## config.mk

```make
export PLATFORM = sky130hd
export DESIGN_NAME = vid_slew_seq
export DESIGN_NICKNAME = d
export VERILOG_FILES = /design/src/rtl/vidseq_pkg.sv /design/src/rtl/vid_sync_filter.sv /design/src/rtl/vid_decode.sv /design/src/rtl/vid_ramp.sv /design/src/rtl/vid_slew_seq.sv
export SDC_FILE = /design/constraint.sdc
export NUM_CORES = 1
export LEC_CHECK = 0
export BUFFER_PORTS_ARGS = -buffer_cell sky130_fd_sc_hd__buf_2
export CAP_MARGIN = 20
export CORE_MARGIN = 3
export CORE_UTILIZATION = 43
export CTS_CLUSTER_SIZE = 16
export DETAILED_ROUTE_END_ITERATION = 16
export GPL_TIMING_DRIVEN = 0
export SLEW_MARGIN = 30
export SYNTH_ARGS = -nofsm -noshare
export SYNTH_HDL_FRONTEND = slang
export SYNTH_SLANG_ARGS = --single-unit
```

## constraint.sdc

```tcl
create_clock -name clk -period 4.55 [get_ports clk]
set_input_delay 0.455 -clock clk [delete_from_list [all_inputs] [get_ports clk]]
set_output_delay 0.455 -clock clk [all_outputs]
set_load 0.01 [all_outputs]
```

## src/rtl/vidseq_pkg.sv

```systemverilog
package vidseq_pkg;
  localparam int MV_W   = 12;
  localparam int CODE_W = 5;
  typedef logic [MV_W-1:0] mv_t;
  localparam mv_t FINE_BASE   = 12'd925;
  localparam mv_t COARSE_BASE = 12'd1300;
  localparam mv_t FINE_STEP   = 12'd25;
  localparam mv_t COARSE_STEP = 12'd50;
  localparam logic [3:0] TOP_IDX = 4'd14;
endpackage

```

## src/rtl/vid_sync_filter.sv

```systemverilog
module vid_sync_filter #(
  parameter int W          = 5,
  parameter int STABLE_CYC = 4
) (
  input  logic         clk,
  input  logic         rst,
  input  logic [W-1:0] raw_i,
  output logic [W-1:0] code_o,
  output logic         valid_o
);
  localparam int CNT_W = $clog2(STABLE_CYC) + 1;
  localparam logic [CNT_W-1:0] LIM = CNT_W'(STABLE_CYC - 1);

  logic [W-1:0]     meta_q, sync_q, cand_q;
  logic [CNT_W-1:0] held_q;

  always_ff @(posedge clk) begin
    if (rst) begin
      meta_q <= '1;
      sync_q <= '1;
      cand_q <= '1;
      held_q <= '0;
    end else begin
      meta_q <= raw_i;
      sync_q <= meta_q;
      if (sync_q != cand_q) begin
        cand_q <= sync_q;
        held_q <= '0;
      end else if (held_q != LIM) begin
        held_q <= held_q + 1'b1;
      end
    end
  end

  assign code_o  = cand_q;
  assign valid_o = (held_q == LIM) && (sync_q == cand_q);

  // a qualified code must have been the candidate on the previous cycle too
  a_r4_valid_held: assert property (@(posedge clk) disable iff (rst)
    (valid_o && (STABLE_CYC > 1)) |-> $stable(cand_q));
endmodule

```

## src/rtl/vid_decode.sv

```systemverilog
module vid_decode
  import vidseq_pkg::*;
(
  input  logic [CODE_W-1:0] code_i,
  output mv_t               mv_o,
  output logic              off_o
);
  logic [3:0] nib;
  logic [3:0] idx;

  always_comb begin
    nib   = code_i[3:0];
    off_o = (nib == 4'hF);
    idx   = TOP_IDX - nib;
    if (off_o)
      mv_o = '0;
    else if (code_i[4])
      mv_o = FINE_BASE + mv_t'(idx) * FINE_STEP;
    else
      mv_o = COARSE_BASE + mv_t'(idx) * COARSE_STEP;
  end
endmodule

```

## src/rtl/vid_ramp.sv

```systemverilog
module vid_ramp
  import vidseq_pkg::*;
#(
  parameter int IV_W = 16
) (
  input  logic              clk,
  input  logic              rst,
  input  logic              enable,
  input  logic [CODE_W-1:0] code_i,
  input  mv_t               code_mv,
  input  logic              code_off,
  input  logic              code_ok,
  input  logic [IV_W-1:0]   interval,
  output mv_t               setpoint,
  output mv_t               target,
  output logic              busy,
  output logic              drv_off
);
  logic [CODE_W-1:0] cur_code;
  logic [IV_W-1:0]   timer;
  logic [IV_W-1:0]   lim;
  mv_t               step_sz;
  mv_t               nxt;

  always_comb begin
    lim     = (interval == '0) ? '0 : interval - 1'b1;
    step_sz = (setpoint >= COARSE_BASE) ? COARSE_STEP : FINE_STEP;
    if (target > setpoint)
      nxt = ((target - setpoint) <= step_sz) ? target : setpoint + step_sz;
    else
      nxt = ((setpoint - target) <= step_sz) ? target : setpoint - step_sz;
  end

  always_ff @(posedge clk) begin
    if (rst) begin
      cur_code <= '1;
      setpoint <= '0;
      target   <= '0;
      busy     <= 1'b0;
      drv_off  <= 1'b1;
      timer    <= '0;
    end else if (!enable) begin
      busy  <= 1'b0;
      timer <= '0;
      if (code_ok) begin
        cur_code <= code_i;
        target   <= code_mv;
        setpoint <= code_mv;
        drv_off  <= code_off;
      end else begin
        setpoint <= target;
      end
    end else if (busy) begin
      if (timer >= lim) begin
        timer    <= '0;
        setpoint <= nxt;
        if (nxt == target) busy <= 1'b0;
      end else begin
        timer <= timer + 1'b1;
      end
    end else if (code_ok && (code_i != cur_code)) begin
      cur_code <= code_i;
      target   <= code_mv;
      drv_off  <= code_off;
      timer    <= '0;
      if (code_off || drv_off)
        setpoint <= code_mv;
      else
        busy <= (code_mv != setpoint);
    end
  end

  a_r10_target_hold: assert property (@(posedge clk) disable iff (rst)
    (busy && enable) |=> $stable(target));

  a_r5_step_bound: assert property (@(posedge clk) disable iff (rst)
    (busy && enable) |=> ((setpoint <= $past(setpoint) + COARSE_STEP) &&
                          (setpoint + COARSE_STEP >= $past(setpoint))));

  a_r5_no_overshoot: assert property (@(posedge clk) disable iff (rst)
    (busy && enable && (target > setpoint)) |=> (setpoint <= target));

  a_r8_disable_idle: assert property (@(posedge clk) disable iff (rst)
    !enable |=> !busy);

  a_r3_off_idle: assert property (@(posedge clk) disable iff (rst)
    drv_off |-> (!busy && (target == '0) && (setpoint == '0)));
endmodule

```

## src/rtl/vid_slew_seq.sv

```systemverilog
module vid_slew_seq
  import vidseq_pkg::*;
#(
  parameter int STABLE_CYC = 4,
  parameter int IV_W       = 16
) (
  input  logic              clk,
  input  logic              rst,
  input  logic              enable,
  input  logic [4:0]        vid_in,
  input  logic [IV_W-1:0]   step_interval,
  output logic [MV_W-1:0]   setpoint_mv,
  output logic [MV_W-1:0]   target_mv,
  output logic              busy,
  output logic              drv_off
);
  logic [CODE_W-1:0] q_code;
  logic              q_ok;
  mv_t               q_mv;
  logic              q_off;

  vid_sync_filter #(.W(CODE_W), .STABLE_CYC(STABLE_CYC)) u_sync (
    .clk(clk), .rst(rst), .raw_i(vid_in), .code_o(q_code), .valid_o(q_ok)
  );

  vid_decode u_dec (
    .code_i(q_code), .mv_o(q_mv), .off_o(q_off)
  );

  vid_ramp #(.IV_W(IV_W)) u_ramp (
    .clk(clk), .rst(rst), .enable(enable),
    .code_i(q_code), .code_mv(q_mv), .code_off(q_off), .code_ok(q_ok),
    .interval(step_interval),
    .setpoint(setpoint_mv), .target(target_mv), .busy(busy), .drv_off(drv_off)
  );

  // reset leaves the outputs in the off state on the next cycle
  a_r9_reset_state: assert property (@(posedge clk)
    rst |=> (drv_off && !busy && (setpoint_mv == '0)));
endmodule

```

==> impl_metrics.toml <==
[worst_setup_path]
startpoint_type = "flop"
crit_path_cell_trace = "clkbuf_2, clkinvlp_4, ha_1, clkbuf_2, a21oi_1, o21bai_1, a221oi_1, xnor2_1, o41a_1, clkbuf_2, o21ai_1, a22oi_1, o22ai_1, o41ai_2, a21oi_1"
setup.worst_path.class = "flop to flop"
critPathCaptureType = "flop"
cpMaxStageDelayCell = "o41ai_2"
crit_family = "compound AO/OA/AOI/OAI gates"
worst_path_most_repeated_cell = "clkbuf_2"
worst-path-buf-inv = 4
arrival_ns = 4.58
worst-endpoint-required_ns = 4.75
timing.critical_path.slowest_cell_delay_ns = 0.38
worst-path-max-fanout = 10

[global_routing]
wire_length_of_the_first_global_routing_pass_um = 34900
grt_start_max_net_pins = 13
grt.total_usage = 0.239
grt_antenna_before_repair = 0
gr-total-overflow = 0
via_count_of_the_first_global_routing_pass = 6776

[detailed_routing]
dr_total_vias = 7169
met2_length_um = 9760
routed_wl_um = 21700
drt.antenna.violating_nets = 0
wl_met1_um = 10200
first_iter_violations = 443
dr_wl_met3_um = 1040
viasPerCell = 5.80
remaining_drc_errors = 0
drt_pre_antenna_iters = 5
highest_layer = "met4"
avgRoutedWirePerCell_um = 17.6

[logic_synthesis]
synth.lib_cells_used.distinct = 71
post_synthesis_cell_area_mm2 = 0.00705
post_synth_main_area_contributors = "dfxtp_1, ha_1, xnor2_1"
synthesis.nets = 1050
synthDominantAreaCellType = "dfxtp_1"
yosys.area.top_type_share = 0.185
synthArstFlopShare = 0
synth_warnings = 0
postSynthCellCount = 942
post_synth.cell_area_avg_um2 = 7.48
synth_edf_count = 0
synth_seq_cells = 65
ys_seq_area_frac = 0.185
synth_top_flop_cell = "dfxtp_1"

[cells_and_area]
area_growth_syn_to_layout_pct = 16.5
antennaDiodeCount = 0
layout.cells.most_common_list = "nor2_1, ha_1, nand2_1"
layout_cell_share_with_drive_strength_beyond_1 = 0.149
fill_count = 1662
final_core_util = 0.515
layout_commonest_cell = "nor2_1"
layout.nets = 1122
postLayoutCellArea_mm2 = 0.00822
finalNonFillerCells = 1235

[sta]
finalSetupViolCount = 0
report.final.slew_viol_count = 0
timing.max_slew.rel_slack = 0.491
final_min_period_over_clock_period = 0.963
max_freq_ghz = 0.228
setup_repair_after_global_routing_missed_its_margin = "true"
worst_clock_skew_ns = 0.00813
fin_crit_ns = 4.38
worst_pin_slew_ns = 0.763
fin_hold_ws_ns = 0.304
hold_viol_final = 0

[placement]
place.detailed.hpwl_um = 16900
placement.cell_area_mm2 = 0.00756
routabilityCongestion = 0.891
placed_cells_incl_taps = 1205
placement.io_buffers = 47

[floorplan]
total_number_of_placement_rows = 46
die_height_um = 134
floorplan.io_pins = 50
core_mm2 = 0.0159
initial_util = 0.442
fp.dieArea_mm2 = 0.0180
floorplan.die.width_um = 134

[clock_tree]
worstSkewPairLatency_ns = 0.33
cts.hold.buffers_added = 0
path_clk_slew_ns = 0.06
numCtsBuffers = 9
cts-root-buf = "clkbuf_16"
cts_tree = "done"
cts.path.max_buffers = 2
clock_tree.htree_level_count = 3
clock_sink_count = 65

[power]
switching_share = 0.350
combinationalPowerShare = 0.378
power_frac_seq = 0.272
power_switching_w = 0.000765
clock_power_share = 0.351
vdd.ir_drop.worst_v = 0.000205
total_power_divided_by_cell_area_mw_per_mm2 = 266
internal-power_w = 0.00142
static-leakage-power_nw = 3.66

[min_path]
min_path_type = "input pin to flop"

[status]
run_status = "complete, no violations"

[job]
count_of_max_cap_constraint_violations = 0
[cells in the mapped netlist, drive strengths merged (4+ instances only)]
cell type  number
a211oi         13
a21o           20
a21oi          66
a221oi          7
a22oi           8
a31oi           9
a32oi           6
and2            6
and3           15
and4            4
buf             7
clkbuf         50
dfxtp          65
fa              6
ha             78
inv            55
mux2i          18
nand2          75
nand2b         11
nand3          22
nand3b         12
nand4           7
nand4b          4
nor2           97
nor2b           4
nor3           20
nor3b           4
nor4            9
o211a           4
o211ai         12
o21a            4
o21ai          57
o221ai          9
o311a           4
o31a            8
o31ai           4
or2            17
or3             6
xnor2          45
xor2           26
[metal layers]
| layer | vias up | GRT usage |
|---|---|---|
| li1 | 3556 | - |
| met1 | 3370 | 0.336 |
| met2 | 198 | 0.378 |
| met3 | 45 | 0.0278 |
| met4 | 0 | 0.0905 |
| met5 | - | 0 |
[worst paths after layout]
path / endpoint / slack, ns / start / depth (start not counted)
min reg2reg: u_sync.sync_q[3]$_SDFF_PP1_ / 0.40 / u_sync.meta_q[3]$_SDFF_PP1_ / 1
min: u_sync.meta_q[1]$_SDFF_PP1_ / 0.30 / vid_in[1] / 2
max: u_ramp.busy$_SDFF_PP0_ / 0.17 / u_ramp.setpoint[7]$_SDFFE_PP0P_ / 15
max reg2reg: u_ramp.busy$_SDFF_PP0_ / 0.17 / u_ramp.setpoint[7]$_SDFFE_PP0P_ / 15
[sequential cells by signal, indices dropped and copies added (netlist names)]
name             cells
u_ramp.setpoint     12
u_ramp.cur_code      5
u_sync.sync_q        5
u_sync.held_q        3
u_sync.code_o        5
u_ramp.target       12
u_ramp.timer        16
u_ramp.busy          1
u_ramp.drv_off       1
u_sync.meta_q        5
[cells by family after synthesis]
group	count (synthesis)	synth area share
DFF	65	0.185
muxes	20	0.0287
AOI/OAI and AO/OA	269	0.259
xor gates and xnor gates	71	0.0882
buffers and inverters	114	0.0618
adders and majority gates	84	0.155
and+or+nand+nor	319	0.223
[per-stage QoR]
stage | total power [W] | setup TNS [ns] | setup WS (ns)
after floorplan | 0.00116 | 0 | 0.385
after global placement | 0.00134 | -13.04 | -0.800
after detailed placement | 0.00134 | -13.47 | -0.780
after CTS | 0.00214 | 0 | 0.0163
after global routing | 0.00230 | -0.0290 | -0.0208
final | 0.00219 | 0 | 0.167
[timing repair]
action	4_1_cts	5_1_grt
pin swaps	3	11
gates resized for setup	26	48
buffers inserted	6	8
setup endpoints to repair	25	28
[cell type report]
class | count | area [um2] | share of cell area
Buffer | 57 | 255 | 0.0311
Clock buffer | 10 | 239 | 0.0291
Clock inverter | 6 | 91.3 | 0.0111
Inverter | 57 | 229 | 0.0279
Multi-Input combinational cell | 763 | 5490 | 0.668
Sequential cell | 65 | 1310 | 0.159
Tap cell | 216 | 270 | 0.0329
Timing Repair Buffer | 61 | 340 | 0.0414
[power by group through the flow]
stage	Combinational, W	Clock, W	Sequential, W
floorplan	0.000560	0	0.000604
global placement	0.000732	0	0.000606
detailed placement	0.000735	0	0.000606
CTS	0.000770	0.000776	0.000594
global route	0.000909	0.000798	0.000596
finish	0.000825	0.000766	0.000594
Power figures use the tool's default switching activity.
